==> src/rtl/dram_slot_pkg.sv <==
package dram_slot_pkg;
  typedef enum logic [1:0] {
    PH_ROW = 2'd0,
    PH_RAS = 2'd1,
    PH_COL = 2'd2,
    PH_CAS = 2'd3
  } slot_phase_e;

  typedef enum logic {
    OWN_CPU = 1'b0,
    OWN_VID = 1'b1
  } owner_e;
endpackage

==> src/rtl/slot_sequencer.sv <==
module slot_sequencer
  import dram_slot_pkg::*;
(
  input  logic        clk,
  input  logic        rst,
  output slot_phase_e phase,
  output owner_e      owner
);
  logic [1:0] ph_q;
  logic       own_q;

  always_ff @(posedge clk) begin
    if (rst) begin
      ph_q  <= 2'd0;
      own_q <= 1'b0;
    end else begin
      ph_q <= ph_q + 2'd1;
      if (ph_q == 2'd3) own_q <= ~own_q;
    end
  end

  assign phase = slot_phase_e'(ph_q);
  assign owner = owner_e'(own_q);
endmodule

==> src/rtl/scan_counter.sv <==
module scan_counter #(
  parameter int CHAR_W = 7,
  parameter int LINE_W = 7,
  parameter int LINES  = 100
) (
  input  logic                     clk,
  input  logic                     rst,
  input  logic                     advance,
  output logic [LINE_W+CHAR_W-1:0] scan_addr
);
  localparam logic [CHAR_W-1:0] CHAR_LAST = {CHAR_W{1'b1}};
  localparam logic [LINE_W-1:0] LINE_LAST = LINE_W'(LINES - 1);

  logic [CHAR_W-1:0] chr_q;
  logic [LINE_W-1:0] line_q;

  always_ff @(posedge clk) begin
    if (rst) begin
      chr_q  <= '0;
      line_q <= '0;
    end else if (advance) begin
      chr_q <= chr_q + 1'b1;
      if (chr_q == CHAR_LAST)
        line_q <= (line_q == LINE_LAST) ? '0 : line_q + 1'b1;
    end
  end

  assign scan_addr = {line_q, chr_q};
endmodule

==> src/rtl/strobe_gen.sv <==
module strobe_gen
  import dram_slot_pkg::*;
#(
  parameter int ROW_W = 7,
  parameter int COL_W = 7,
  parameter int MUX_W = 7
) (
  input  slot_phase_e              phase,
  input  logic                     act,
  input  logic                     wr,
  input  logic [ROW_W+COL_W-1:0]   word,
  output logic [MUX_W-1:0]         mem_addr,
  output logic                     ras_n,
  output logic                     cas_n,
  output logic                     we_n
);
  logic [MUX_W-1:0] row_part;
  logic [MUX_W-1:0] col_part;

  assign row_part = MUX_W'(word[ROW_W-1:0]);
  assign col_part = MUX_W'(word[ROW_W+COL_W-1:ROW_W]);

  always_comb begin
    mem_addr = (phase == PH_ROW || phase == PH_RAS) ? row_part : col_part;
    ras_n    = !(act && phase != PH_ROW);
    cas_n    = !(act && phase == PH_CAS);
    we_n     = !(act && wr && (phase == PH_COL || phase == PH_CAS));
  end
endmodule

==> src/rtl/dram_slot_arbiter.sv <==
module dram_slot_arbiter
  import dram_slot_pkg::*;
#(
  parameter int ROW_W  = 7,
  parameter int COL_W  = 7,
  parameter int CHAR_W = 7,
  parameter int LINES  = 100
) (
  input  logic                                    clk,
  input  logic                                    rst,
  input  logic                                    cpu_req,
  input  logic                                    cpu_we,
  input  logic [ROW_W+COL_W-1:0]                  cpu_addr,
  output logic                                    cpu_ready,
  output logic                                    cpu_rvalid,
  output logic                                    vid_valid,
  output logic                                    slot_owner,
  output logic [(ROW_W>COL_W?ROW_W:COL_W)-1:0]    mem_addr,
  output logic                                    ras_n,
  output logic                                    cas_n,
  output logic                                    we_n
);
  localparam int AW     = ROW_W + COL_W;
  localparam int MUX_W  = (ROW_W > COL_W) ? ROW_W : COL_W;
  localparam int LINE_W = AW - CHAR_W;

  slot_phase_e     phase;
  owner_e          owner;
  logic [AW-1:0]   scan_addr;
  logic [AW-1:0]   lat_addr;
  logic            lat_we;
  logic            act_q;
  logic            accept;
  logic            act;
  logic [AW-1:0]   slot_addr;
  logic            slot_we;

  slot_sequencer u_seq (
    .clk   (clk),
    .rst   (rst),
    .phase (phase),
    .owner (owner)
  );

  scan_counter #(
    .CHAR_W (CHAR_W),
    .LINE_W (LINE_W),
    .LINES  (LINES)
  ) u_scan (
    .clk       (clk),
    .rst       (rst),
    .advance   (owner == OWN_VID && phase == PH_CAS),
    .scan_addr (scan_addr)
  );

  assign cpu_ready = !rst && owner == OWN_CPU && phase == PH_ROW;
  assign accept    = cpu_ready && cpu_req;

  always_ff @(posedge clk) begin
    if (rst) begin
      act_q    <= 1'b0;
      lat_addr <= '0;
      lat_we   <= 1'b0;
    end else if (phase == PH_ROW) begin
      act_q    <= (owner == OWN_VID) || accept;
      lat_addr <= cpu_addr;
      lat_we   <= cpu_we;
    end
  end

  always_comb begin
    if (phase == PH_ROW) act = !rst && ((owner == OWN_VID) || accept);
    else                 act = act_q;
    if (owner == OWN_VID)       slot_addr = scan_addr;
    else if (phase == PH_ROW)   slot_addr = cpu_addr;
    else                        slot_addr = lat_addr;
    if (owner == OWN_VID)       slot_we = 1'b0;
    else if (phase == PH_ROW)   slot_we = cpu_we;
    else                        slot_we = lat_we;
  end

  strobe_gen #(
    .ROW_W (ROW_W),
    .COL_W (COL_W),
    .MUX_W (MUX_W)
  ) u_strb (
    .phase    (phase),
    .act      (act),
    .wr       (slot_we),
    .word     (slot_addr),
    .mem_addr (mem_addr),
    .ras_n    (ras_n),
    .cas_n    (cas_n),
    .we_n     (we_n)
  );

  assign cpu_rvalid = owner == OWN_CPU && phase == PH_CAS && act_q && !lat_we;
  assign vid_valid  = owner == OWN_VID && phase == PH_CAS;
  assign slot_owner = owner;
endmodule

==> config.mk <==
export PLATFORM = sky130hd
export DESIGN_NAME = dram_slot_arbiter
export DESIGN_NICKNAME = d
export VERILOG_FILES = /design/src/rtl/dram_slot_pkg.sv /design/src/rtl/slot_sequencer.sv /design/src/rtl/scan_counter.sv /design/src/rtl/strobe_gen.sv /design/src/rtl/dram_slot_arbiter.sv
export SDC_FILE = /design/constraint.sdc
export NUM_CORES = 1
export LEC_CHECK = 0
export ABC_CLOCK_PERIOD_IN_PS = 2009
export BUFFER_PORTS_ARGS = -buffer_cell sky130_fd_sc_hd__buf_2
export CAP_MARGIN = 30
export CELL_PAD_IN_SITES_DETAIL_PLACEMENT = 1
export CELL_PAD_IN_SITES_GLOBAL_PLACEMENT = 1
export CORE_AREA = 2 2 73 75
export CTS_CLUSTER_DIAMETER = 30
export DETAILED_ROUTE_END_ITERATION = 8
export DIE_AREA = 0 0 75 77
export PLACE_DENSITY = 0.75
export RECOVER_POWER = 25
export REMOVE_ABC_BUFFERS = 1
export SLEW_MARGIN = 20
export SYNTH_ARGS = -nofsm -noshare
export SYNTH_HDL_FRONTEND = slang
export SYNTH_HIERARCHICAL = 1
export SYNTH_SLANG_ARGS = --single-unit
==> constraint.sdc <==
create_clock -name clk -period 2.01 [get_ports clk]
set_input_delay 0.402 -clock clk [delete_from_list [all_inputs] [get_ports clk]]
set_output_delay 0.402 -clock clk [all_outputs]
set_load 0.01 [all_outputs]
After elaboration in Yosys (flattened, before gate mapping)
Cells that the tools add are included.
{"block": "op_classes", "bitwise_logic": 1, "muxes": 7, "n_eq_ne": 5, "add_sub_neg": 3, "n_reduce_logical": 23}
{"cell": "two-way mux 14 bit", "n": 2}
{"cell": "adder 7 x 1 -> 7 bit, second input constant", "n": 2}
{"cell": "equality test 7 bit, second input constant", "n": 2}
{"cell": "two-way mux 7 bit", "n": 2}
{"cell": "logical AND 1 bit", "n": 12}
{"cell": "logical NOT 1 bit", "n": 5}
{"cell": "equality test 2 bit, second input constant", "n": 2}
{"cell": "logical OR 1 bit", "n": 3}
{"cell": "two-way mux 1 bit", "n": 3}
{"cell": "adder 2 x 1 -> 2 bit, second input constant", "n": 1}
{"cell": "equality test 2 x 1 -> 1 bit, second input constant", "n": 1}
{"cell": "logical NOT 2 bit", "n": 1}
{"cell": "AND reduction 2 bit", "n": 1}
{"cell": "nonzero test 2 bit", "n": 1}
{"cell": "NOT 1 bit", "n": 1}
{"block": "word_totals", "ff_bits": 33, "inputBits": 18, "out_inout_bits": 14, "wordCells": 46}

Depth between registers and ports, before layout
Gate-level depths: netlist of run 1.
{"block": "logic_depth", "depth_word": 10, "ltp_mapped": 8, "depth_no_buf": 6}

Modules after synthesis
The synthesis of run 1 kept the hierarchy.
{"module": "dram_slot_arbiter", "instances": 1, "area_each_um2": 904.6, "seq_area_each_um2": 320.3, "cells_each": 112}
{"module": "scan_counter", "instances": 1, "area_each_um2": 645.6, "seq_area_each_um2": 280.3, "cells_each": 71}
{"module": "strobe_gen", "instances": 1, "area_each_um2": 131.4, "seq_area_each_um2": 0.0, "cells_each": 11}
{"module": "slot_sequencer", "instances": 1, "area_each_um2": 95.1, "seq_area_each_um2": 60.1, "cells_each": 8}

Worst setup path after synthesis of run 1
No wires, ideal clock.
{"block": "synth_timing", "kind": "register -> register", "start": "reg u_seq.own_q (netlist: u_seq/owner)", "end": "reg u_scan.line_q[4]", "arrival_ns": 2.166, "period_less_slack_ns": 2.244, "n_path_buf": 2, "stages_incl_launch_ff": 9, "required_ns": 1.932, "setup_time_ns": 0.078, "slack_ns": -0.234, "cell_sequence": "dfxtp_1 -> buf_2 -> inv_1 -> buf_2 -> nor2_1 -> nand3_2 -> or3_4 -> mux2i_1 -> nor3_1"}
{"block": "synth_via", "elab_chain_cells": 2}
{"element": "from (decl)", "line_no": "slot_sequencer.sv:10", "source": "logic own_q;"}
{"element": "from (signal assigned)", "line_no": "slot_sequencer.sv:18", "source": "if (ph_q == 2'd3) own_q <= ~own_q;"}
{"element": "logical AND 1 bit"}
{"element": "net vid_valid", "line_no": "dram_slot_arbiter.sv:16", "source": "output logic vid_valid,"}
{"element": "AND reduction 2 bit (no line)"}
{"element": "to (signal assigned)", "line_no": "scan_counter.sv:24", "source": "line_q <= (line_q == LINE_LAST) ? '0 : line_q + 1'b1;"}
{"element": "to (decl)", "line_no": "scan_counter.sv:15", "source": "logic [LINE_W-1:0] line_q;"}
The timed path passes the listed nets, and every way through them passes these cells.
A chain may end at the register's enable or synchronous reset.

Worst setup path in the final report of run 1
{"block": "layout_timing", "start": "reg u_seq.ph_q[1] (netlist: u_seq/phase[1])", "end": "out mem_addr[3] (netlist bit)"}
{"block": "layout_via", "elab_chain_cells": 4, "elab_cells_between_ends": 6, "cone_classes": "eq/ne: 1; mux: 3; reduce/logical: 2"}
{"element": "from (decl)", "line_no": "slot_sequencer.sv:9", "source": "logic [1:0] ph_q;"}
{"element": "from (signal assigned)", "line_no": "slot_sequencer.sv:17", "source": "ph_q <= ph_q + 2'd1;"}
{"element": "logical NOT 2 bit", "line_no": "dram_slot_arbiter.sv:75", "source": "else if (phase == PH_ROW) slot_addr = cpu_addr;"}
{"element": "two-way mux 14 bit", "line_no": "dram_slot_arbiter.sv:75"}
{"element": "two-way mux 14 bit", "line_no": "dram_slot_arbiter.sv:74", "source": "if (owner == OWN_VID) slot_addr = scan_addr;"}
{"element": "net slot_addr[3]", "line_no": "dram_slot_arbiter.sv:35", "source": "logic [AW-1:0] slot_addr;"}
{"element": "two-way mux 7 bit", "line_no": "strobe_gen.sv:24", "source": "mem_addr = (phase == PH_ROW || phase == PH_RAS) ? row_part : col_part;"}
{"element": "to (decl)", "line_no": "dram_slot_arbiter.sv:18", "source": "output logic [(ROW_W>COL_W?ROW_W:COL_W)-1:0] mem_addr,"}
The timed path passes the listed nets, and every way through them passes these cells.

==> Implementation_results.wiki, run 1 <==
{| class="wikitable"
! Metric !! Value
|-
| Outcome || complete, but fails checks
|-
| Failing checks || negative setup slack
|-
| CP Capture Type || output pin
|-
| Post-detailed-route wirelength per cell || 18.8 µm
|-
| Data required time at the worst endpoint || ~1.6 ns
|-
| Post-route fraction of the period consumed by the critical path || 105%
|-
| Die Span Y || 77 µm
|-
| CP Launch Type || register
|-
| DP Area || 0.00205 mm²
|-
| Largest vdd supply drop || between 0.0003 and 0.0004 V
|-
| Vias after detailed routing || 1719
|-
| Class of the most critical hold timing path || in2reg
|-
| Number of ports placed on the die boundary || 32
|-
| Via count of the first global-routing pass || 1636
|-
| Detailed-route vias per instance || 5.49
|-
| First DRT Iteration DRCs || around 110
|-
| Post-CTS Hold Buffers || 0
|-
| Most used flip-flop cell after synthesis || dfxtp_1
|-
| TritonCTS clock tree || yes
|-
| Post-synth EDFFs || 0
|-
| Clock buffers created by TritonCTS || 5
|-
| Maximum number of pins on one net before global-route repair || 33
|-
| Largest area contributor in the synthesized netlist || dfxtp_1
|-
| Per-instance average area after synthesis || 8.80 µm²
|-
| Cells after synthesis || 202
|-
| Classification of the worst setup path || reg2out
|-
| Fin util || between 40% and 50%
|-
| Total inserted antenna cells || 0
|-
| Switching power of the nets || between 0.4 and 0.5 mW
|-
| Internal || 1.25 mW
|-
| Power Dens Cells || just over 700 mW/mm²
|-
| Detailed Route WL || 5890 µm
|-
| Remaining Overflow, GRT || 0
|-
| Count of nets after finishing || around 260
|-
| Logic gate share of total power || 29.6%
|-
| Clock Latency Late Sink || 0.29 ns
|-
| CTS max path bufs || 2
|-
| Combined area of all synthesized cells || 0.00178 mm²
|-
| Clk pwr share || 29.5%
|-
| Max-cap violation count || 0
|-
| Max Fanout on Critical Path || 8
|-
| Gr usage total || 18.2%
|-
| Maximum operating frequency || 475 MHz
|-
| Final non-filler cell area || 0.00246 mm²
|-
| Detail Placement HPWL || 3190 µm
|-
| Final number of setup-violating endpoints || 8
|-
| Setup WS pre-CTS || ~0.16 ns
|-
| Sequential share of the synthesized area || 37.2%
|-
| Arrival time at the worst endpoint || 1.70 ns
|-
| Hold Vio Cnt, Final || 0
|-
| Initial antenna violation count || 0
|-
| CTS H-tree lvls || 2
|-
| First-pass GRT wire length || 8050 µm
|-
| Starting Density || 35.7%
|-
| Async set or reset register ratio after synthesis || 0%
|-
| DIE AREA || 0.00578 mm²
|-
| Portion of total power attributed to sequential cells || 40.9%
|-
| Number of I/O port buffers || 31
|-
| Max-Slew Margin vs Limit || 74.6%
|-
| Final worst-path setup slack || -0.0960 ns
|-
| Number of warnings reported in the yosys synthesis log || 6
|-
| Number of distinct standard cells referenced by the synthesized netlist || 38
|-
| Horizontal extent of the die || 75 µm
|-
| Area added between synthesis and finish || 38.6%
|-
| Dominant cells by area after synthesis || dfxtp_1 37%, or3b_1 7.4%, a21oi_1 5.9%
|-
| TNS Setup || -0.446 ns
|-
| Residual DRC count || 0
|-
| Unrepaired setup endpoints after global routing || yes
|-
| Number of placement rows || 26
|-
| Flop and latch count out of synthesis || 33
|-
| Max Clock Skew || approximately 0.007 ns
|-
| Hold Slack || 0.399 ns
|-
| Post-synth top area share || 37.2%
|-
| Leak Pwr || 0.981 nW
|-
| Root cell of the clock tree || clkbuf_8
|-
| Least-Margin Pin Slew || 0.377 ns
|-
| Standard cell core area || 0.00498 mm²
|-
| Number of iterations in the first detailed-routing pass || 4
|-
| Clock sink total || 33
|-
| Global placement routability congestion || 0.765
|-
| Clock transition at path regs || 0.07 ns
|-
| Fraction of layout cells with a size suffix above 1 || 39.5%
|-
| Residual antenna-violating net count after detailed routing || 0
|-
| Switching fraction of total power || 28.3%
|-
| Final max-slew violation count || 0
|-
| Time the worst path needs with I/O delays and setup || 2.11 ns
|}
==> registers in the layout (all words and copies together) (netlist names) <==
| signal | flops |
|---|---|
| u_seq/phase | 2 |
| u_seq/owner | 1 |
| lat_we | 1 |
| lat_addr | 14 |
| act_q | 1 |
| u_scan/chr_q | 7 |
| u_scan/line_q | 7 |
==> synthesized netlist by cell type, drive strengths merged (4+ instances only) <==
| cell type | n |
|---|---|
| or3b | 15 |
| mux2 | 7 |
| xor2 | 5 |
| o21ai | 20 |
| nand3 | 6 |
| nand2 | 6 |
| dfxtp | 33 |
| buf | 9 |
| nor2 | 15 |
| xnor2 | 4 |
| a31oi | 14 |
| clkbuf | 4 |
| a21oi | 21 |
| nor2b | 15 |
==> cell usage in the layout (no fill, tap or decap), types with 3 or more instances in the layout <==
| master | count |
|---|---|
| xnor2_1 | 4 |
| clkbuf_8 | 6 |
| buf_12 | 3 |
| o21ai_0 | 8 |
| nand3_1 | 5 |
| dfxtp_1 | 30 |
| or3b_4 | 14 |
| clkbuf_16 | 3 |
| nor3_1 | 3 |
| nand2_1 | 6 |
| o21ai_2 | 5 |
| buf_6 | 8 |
| a21oi_1 | 20 |
| nor2_1 | 13 |
| buf_4 | 7 |
| buf_2 | 25 |
| mux2_4 | 7 |
| nor2b_1 | 15 |
| a31oi_4 | 3 |
| a31oi_1 | 11 |
| inv_1 | 3 |
| xor2_1 | 5 |
| ha_1 | 3 |
| o21ai_1 | 5 |
==> final cells by class <==
class	count	area, µm²
inverters	3	11.3
flip-flops and latches	33	667
multi-input cells	153	1170
clock buffers	7	86.3
fillers	576	2510
repair buffers	47	435
well taps	70	87.6
==> repair_timing <==
| action | CTS | global route |
|---|---|---|
| cloned | 1 | 3 |
| setup endpoints to repair | 10 | 9 |
| pin swaps | 8 | 22 |
| hold endpoints to repair | 0 | 0 |
| buffers inserted | 0 | 3 |
| resized for setup | 9 | 39 |
==> worst max-delay path, cell delays in order, from the launching register on <==
cell     delay, ns
dfxtp_4       0.39
buf_12        0.15
or3b_4        0.40
a31oi_1       0.19
mux2_4        0.18
buf_6         0.10
==> per-stage QoR <==
stage / std cells / power, mW
final: 313 / 1.75
after global routing: 313 / 1.82
after CTS: 307 / 1.60
after detailed placement: 299 / 1.06
after global placement: 299 / 1.06
after floorplan: 189 / 0.924
==> layer usage <==
metal	global-route usage [%]	part of all wire [%]
met2	29.9	53
met1	23.8	43
met3	3.94	3.2
met5	0	0
met4	4.82	1.1
==> worst paths after layout <==
kind                                startpoint          endpoint  slack, ns  cells past startpoint
worst max-delay path            u_seq/phase[1]       mem_addr[3]       -0.1                      5
worst min-delay path                   cpu_req             act_q       0.40                      3
worst max register to register  u_seq/phase[1]  u_scan/line_q[4]       0.05                      8
worst min register to register    lat_addr[12]      lat_addr[12]       0.47                      2
==> power groups by stage <==
stage | clock (mW) | sequential (mW) | combinational (mW)
floorplan | 0 | 0.739 | 0.185
global placement | 0 | 0.715 | 0.341
detailed placement | 0 | 0.717 | 0.346
CTS | 0.514 | 0.704 | 0.383
global route | 0.556 | 0.717 | 0.549
finish | 0.516 | 0.714 | 0.518
==> cells by family (layout without fill, tap and decap cells) <==
group                      after synthesis  after routing  synth area share [%]
and+or+nand+nor                         72             72                  25.6
AOI/OAI and AO/OA                       60             60                  18.9
DFF                                     33             33                  37.2
buffers and inverters                   16             57                  4.72
xor gates and xnor gates                 9              9                  4.44
muxes                                    9              9                  7.04
adders and majority gates                3              3                  2.11
No activity file was read; power rests on OpenSTA's default activity.
==> run 2: changes to the inputs <==
--- a/config.mk
+++ b/config.mk
@@ -7,14 +7,13 @@
 export LEC_CHECK = 0
 export ABC_CLOCK_PERIOD_IN_PS = 2009
 export BUFFER_PORTS_ARGS = -buffer_cell sky130_fd_sc_hd__buf_2
-export CAP_MARGIN = 30
 export CELL_PAD_IN_SITES_DETAIL_PLACEMENT = 1
 export CELL_PAD_IN_SITES_GLOBAL_PLACEMENT = 1
 export CORE_AREA = 2 2 73 75
 export CTS_CLUSTER_DIAMETER = 30
 export DETAILED_ROUTE_END_ITERATION = 8
 export DIE_AREA = 0 0 75 77
-export PLACE_DENSITY = 0.75
+export PLACE_DENSITY = 0.82
 export RECOVER_POWER = 25
 export REMOVE_ABC_BUFFERS = 1
 export SLEW_MARGIN = 20
==> run 2 against run 1 <==
Net effect:
- the run still ends with negative setup slack left
- setup slack improved by 0.011 ns
- cell count unchanged
- design area increased by 2.7%
- die area unchanged
- combinational power increased by 4.6%
- register-to-register slack improved by 0.03 ns
- highest routed layer unchanged
- fmax increased by 0.53%
- clock-buffer cell count unchanged
- via count increased by 1.4%
- power increased by 9.7%
- non-clock buffer count decreased by 1
==> Implementation_results.wiki, run 2 (synthesized netlist as in run 1, its figures left out) <==
{| class="wikitable"
! Metric !! Value
|-
| Die Span Y || 77 µm
|-
| Number of I/O port buffers || 31
|-
| Max-Slew Margin vs Limit || around three quarters
|-
| DIE AREA || 0.00578 mm²
|-
| Detailed Route WL || between 6000 and 7000 µm
|-
| Time the worst path needs with I/O delays and setup || 2.09 ns
|-
| Capture instance of the worst register-to-register path || u_scan/chr_q[5]
|-
| Overall power || about 1.9 mW
|-
| Critical Path End || mem_addr[0]
|-
| Post-CTS Hold Buffers || 0
|-
| Residual DRC count || 0
|-
| Post-route fraction of the period consumed by the critical path || 104%
|-
| Clock transition at path regs || 0.08 ns
|-
| Initial antenna violation count || 0
|-
| Number of placement rows || 26
|-
| Arrival time at the worst endpoint || 1.69 ns
|-
| Unrepaired setup endpoints after global routing || yes
|-
| Starting Density || a little over a third
|-
| Remaining Overflow, GRT || 0
|-
| Maximum number of pins on one net before global-route repair || 33
|-
| Number of ports placed on the die boundary || 32
|-
| Least-Margin Pin Slew || 0.367 ns
|-
| Storage cell area || 667 µm²
|-
| Hold Vio Cnt, Final || 0
|-
| Leak Pwr || approximately 1 nW
|-
| Final max-slew violation count || 0
|-
| Area added between synthesis and finish || 42.3%
|-
| CTS H-tree lvls || 2
|-
| Classification of the worst setup path || reg2out
|-
| Beginning of the worst register-to-register path || u_seq/phase[0]
|-
| Leading registers by flop count || lat_addr: 14 flops, u_scan/chr_q: 7 flops, u_scan/line_q: 7 flops
|-
| TritonCTS clock tree || yes
|-
| CP Capture Type || output pin
|-
| Most common cell after layout, fill and taps aside || dfxtp_1
|-
| Count of filler cells inserted in the layout || 560
|-
| Failing checks || negative setup slack
|-
| Launch point of the worst path || u_seq/phase[1]
|-
| CP Launch Type || register
|-
| CTS max path bufs || 2
|-
| First-pass GRT wire length || 9010 µm
|-
| TNS Setup || -0.462 ns
|-
| Data required time at the worst endpoint || 1.61 ns
|-
| Via count of the first global-routing pass || 1806
|-
| Class of the most critical hold timing path || in2reg
|-
| Largest vdd supply drop || 0.000533 V
|-
| Worst-case register-to-register setup slack || 0.08 ns
|-
| Most frequent cells in the layout || 30 x dfxtp_1, 24 x buf_2, 20 x a21oi_1
|-
| Vias after detailed routing || 1743
|-
| Residual antenna-violating net count after detailed routing || 0
|-
| Detailed-route vias per instance || 5.57
|-
| Horizontal extent of the die || 75 µm
|-
| Standard cell core area || 0.00498 mm²
|-
| First DRT Iteration DRCs || 92
|-
| Count of nets after finishing || between 200 and 300
|-
| Final number of setup-violating endpoints || 9
|-
| Gr usage total || 20.4%
|-
| Number of iterations in the first detailed-routing pass || 4
|-
| Cell count after placement || 299
|-
| Largest register by flop count || lat_addr
|-
| Detail Placement HPWL || 3190 µm
|-
| Post-detailed-route wirelength per cell || approximately 20 µm
|-
| Outcome || complete, but fails checks
|-
| Hold Slack || 0.413 ns
|-
| Fraction of layout cells with a size suffix above 1 || 39.9%
|-
| Power Dens Cells || 758 mW/mm²
|-
| Root cell of the clock tree || clkbuf_8
|-
| Max Clock Skew || 0.00888 ns
|-
| Final worst-path setup slack || -0.0849 ns
|-
| Max Fanout on Critical Path || 18
|-
| Area of the multi-input gates || 0.00123 mm²
|-
| Clock buffers created by TritonCTS || 5
|-
| Depth of the most critical reg-to-reg path || 7
|-
| Global placement routability congestion || 0.770
|-
| Max reg flops || 14
|-
| Max-cap violation count || 0
|-
| Clock Latency Late Sink || around 0.29 ns
|-
| Clock sink total || 33
|-
| Maximum operating frequency || 477 MHz
|-
| Total inserted antenna cells || 0
|-
| Final standard cell count with taps included and fillers excluded || 313
|}
## run 2: area by class of cell
class	count	share of cell area, %
clock buffer	7	3.41
clock inverter	1	1.19
inverter	3	0.445
multi-input combinational	153	48.7
sequential	33	26.4
tap	70	3.46
timing repair buffer	46	16.4
## run 2: worst min-delay path by stage
stage,from,end,cells past startpoint
floorplan,u_scan/line_q[6],u_scan/line_q[6],1
global placement,lat_addr[8],lat_addr[8],2
detailed placement,lat_addr[12],lat_addr[12],2
CTS,cpu_req,act_q,3
global route,cpu_req,act_q,3
finish,cpu_req,act_q,3
## run 2: worst max-delay path, cell delays in order, from the launching register on
cell and delay, ns:
dfxtp_4 0.39, bufbuf_16 0.31, o21ai_4 0.19, a31oi_4 0.10, mux2_4 0.28, buf_6 0.12
## run 2: timing repair
action | CTS | global route
gates cloned | 3 | 0
endpoints found under the setup margin | 10 | 16
resized for setup | 23 | 36
pin swaps | 18 | 14
setup buffers | 1 | 2
## run 2: where the power goes
| group | leakage (nW) | total (mW) | switching [mW] | internal [mW] |
|---|---|---|---|---|
| clock | 0.0585 | 0.663 | 0.259 | 0.404 |
| combinational | 0.668 | 0.542 | 0.240 | 0.302 |
| sequential | 0.271 | 0.712 | 0.0257 | 0.687 |
## run 2: layer usage
metal	track usage, %	wire length (µm)	up-vias
met5	0	0	-
met1	24.7	2580	875
met2	35.0	3200	43
met3	5.65	257	13
met4	5.00	84	0
li1	-	-	812
## run 2: stage by stage
| step | utilization (%) | setup slack [ns] | cell area (µm²) |
|---|---|---|---|
| after floorplan | - | -0.616 | 1700 |
| after detailed placement | 41.0 | 0.162 | 2040 |
| final | 50.8 | -0.0849 | 2530 |
| after global routing | 50.8 | -0.130 | 2530 |
| after CTS | 47.1 | -0.0678 | 2350 |
| after global placement | 41.0 | 0.199 | 2040 |
==> run 3: changes to the inputs <==
--- a/config.mk
+++ b/config.mk
@@ -7,7 +7,7 @@
 export LEC_CHECK = 0
 export ABC_CLOCK_PERIOD_IN_PS = 2009
 export BUFFER_PORTS_ARGS = -buffer_cell sky130_fd_sc_hd__buf_2
-export CELL_PAD_IN_SITES_DETAIL_PLACEMENT = 1
+export CELL_PAD_IN_SITES_DETAIL_PLACEMENT = 0
 export CELL_PAD_IN_SITES_GLOBAL_PLACEMENT = 1
 export CORE_AREA = 2 2 73 75
 export CTS_CLUSTER_DIAMETER = 30
==> run 3 against run 2 <==
Net effect:
- the run still ends with negative setup slack left
- power down 14%
- die area unchanged
- design area decreased by 6.5%
- clock power down 23%
- worst hold slack lost 0.027 ns
- sequential power down 1%
- first-iteration DRC count shrank 35%
- flip-flop and latch count did not move
- combinational power fell by 19%
- sequential share of layout area is 1.9 points higher
- largest power group unchanged
- highest routed layer unchanged
==> Implementation_results.wiki, run 3 (synthesized netlist as in run 1, its figures left out) <==
{| class="wikitable"
! Metric !! Value
|-
| Outcome || complete, but fails checks
|-
| Failing checks || negative setup slack
|-
| Residual antenna-violating net count after detailed routing || 0
|-
| Worst-case register-to-register setup slack || 0.13 ns
|-
| Post-CTS Hold Buffers || 0
|-
| Switching fraction of total power || 27.0%
|-
| Max Clock Skew || 0.00244 ns
|-
| Residual DRC count || 0
|-
| Remaining Overflow, GRT || 0
|-
| Fraction of layout cells with a size suffix above 1 || 36.7%
|-
| Max Fanout on Critical Path || 18
|-
| Critical Path End || mem_addr[1]
|-
| Number of ports placed on the die boundary || 32
|-
| Number of placement rows || 26
|-
| Logic gate share of total power || 26.6%
|-
| Cell count after placement || 299
|-
| Final number of setup-violating endpoints || 7
|-
| CP Launch Type || register
|-
| Most common cell after layout, fill and taps aside || dfxtp_1
|-
| Least-Margin Pin Slew || 0.342 ns
|-
| Post-detailed-route wirelength per cell || 13.8 µm
|-
| Hold Vio Cnt, Final || 0
|-
| Largest vdd supply drop || 0.000379 V
|-
| Root cell of the clock tree || clkbuf_8
|-
| Final max-slew violation count || 0
|-
| CTS max path bufs || 2
|-
| TNS Setup || -0.0731 ns
|-
| Beginning of the worst register-to-register path || u_seq/phase[0]
|-
| Clock buffers created by TritonCTS || 5
|-
| Capture instance of the worst register-to-register path || u_scan/line_q[4]
|-
| Leading registers by flop count || lat_addr: 14 flops, u_scan/chr_q: 7 flops, u_scan/line_q: 7 flops
|-
| Standard cell core area || ~0.005 mm²
|-
| Most frequent cells in the layout || 30 x dfxtp_1, 26 x buf_2, 20 x a21oi_1
|-
| Maximum number of pins on one net before global-route repair || 33
|-
| Clock transition at path regs || 0.06 ns
|-
| Classification of the worst setup path || reg2out
|-
| Maximum operating frequency || 491 MHz
|-
| Internal || 1.21 mW
|-
| Time the worst path needs with I/O delays and setup || ~2 ns
|-
| Gr usage total || 15.9%
|-
| Global placement routability congestion || 0.770
|-
| Leak Pwr || 0.948 nW
|-
| Count of filler cells inserted in the layout || 495
|-
| CP Capture Type || output pin
|-
| Number of I/O port buffers || 31
|-
| Via count of the first global-routing pass || 1528
|-
| Starting Density || 35.7%
|-
| Count of nets after finishing || 261
|-
| Detailed Route WL || 4290 µm
|-
| Max reg flops || 14
|-
| Area added between synthesis and finish || 33.0%
|-
| Clock sink total || 33
|-
| Total inserted antenna cells || 0
|-
| Max-cap violation count || 0
|-
| Initial antenna violation count || 0
|-
| Final worst-path setup slack || -0.0278 ns
|-
| Final standard cell count with taps included and fillers excluded || 310
|-
| First DRT Iteration DRCs || 60
|-
| Vias after detailed routing || ~1600
|-
| First-pass GRT wire length || a little over 7000 µm
|-
| DP Area || 0.00204 mm²
|-
| Class of the most critical hold timing path || in2reg
|-
| Unrepaired setup endpoints after global routing || yes
|-
| Number of iterations in the first detailed-routing pass || 4
|-
| Max-Slew Margin vs Limit || 77.0%
|-
| Arrival time at the worst endpoint || 1.64 ns
|-
| Power Dens Cells || around 700 mW/mm²
|-
| Clock Latency Late Sink || 0.29 ns
|-
| Die Span Y || just under 80 µm
|-
| Depth of the most critical reg-to-reg path || 7
|-
| Largest register by flop count || lat_addr
|-
| Data required time at the worst endpoint || 1.61 ns
|-
| Final non-filler cell area || 0.00236 mm²
|-
| Detail Placement HPWL || ~2600 µm
|-
| CTS H-tree lvls || 2
|-
| Post-route fraction of the period consumed by the critical path || 101%
|-
| Clk pwr share || 30.8%
|-
| Portion of total power attributed to sequential cells || 42.7%
|-
| Detailed-route vias per instance || 5.09
|-
| Horizontal extent of the die || 75 µm
|-
| TritonCTS clock tree || yes
|-
| Launch point of the worst path || u_seq/phase[1]
|-
| Fin util || 47.5%
|-
| Switching power of the nets || 0.447 mW
|-
| DIE AREA || 0.00578 mm²
|}
==> run 3: changes by cell type in the layout (fill, tap and decap cells not counted), sizes merged <==
cell / before / now
buf: 44 / 42
bufinv: 1 / 0
==> run 3: critical path: stages, from the launching register on <==
cell,delay (ns)
dfxtp_4,0.37
buf_12,0.15
or3b_4,0.39
a31oi_1,0.16
mux2_4,0.18
buf_6,0.09
==> run 3: metrics by stage <==
step,power (mW),setup slack [ns],hold slack (ns)
global route,1.73,-0.0834,0.416
CTS,1.63,-0.0205,0.389
global placement,1.04,0.199,0.484
detailed placement,1.05,0.171,0.494
floorplan,0.924,-0.616,0.466
finish,1.65,-0.0278,0.386
==> run 3: worst min-delay path by stage <==
stage / from / to / slack, ns / cells after the start
final: cpu_req / act_q / 0.39 / 3
after global routing: cpu_req / act_q / 0.42 / 3
after CTS: cpu_req / act_q / 0.39 / 3
after detailed placement: lat_addr[5] / lat_addr[5] / 0.49 / 2
after global placement: lat_addr[8] / lat_addr[8] / 0.48 / 2
after floorplan: u_scan/line_q[6] / u_scan/line_q[6] / 0.47 / 1
==> run 3: layer usage <==
layer	routed length [µm]	global-route usage, %	part of all wire [%]
met5	0	0	0
met4	38	4.29	0.89
met3	181	5.12	4.2
met2	1990	24.0	47
met1	2070	21.5	48
==> run 3: cell type report <==
class / instances / area [µm²] / area share (%)
repair buffers: 44 / 363 / 15.4
clock buffers: 7 / 86.3 / 3.65
well taps: 70 / 87.6 / 3.71
inverters: 3 / 11.3 / 0.476
flip-flops and latches: 33 / 669 / 28.3
multi-input cells: 153 / 1150 / 48.5
==> run 3: power groups by stage <==
stage / sequential, mW / clock [mW] / combinational [mW]
CTS: 0.701 / 0.521 / 0.404
global route: 0.707 / 0.552 / 0.475
global placement: 0.713 / 0 / 0.332
floorplan: 0.739 / 0 / 0.185
detailed placement: 0.713 / 0 / 0.335
finish: 0.705 / 0.508 / 0.439
==> run 3: repair_timing <==
item | CTS | global route
pin swaps | 18 | 1
gates resized for setup | 14 | 22
gates cloned | 2 | 0
endpoints found under the setup margin | 10 | 13
setup buffers | 0 | 2
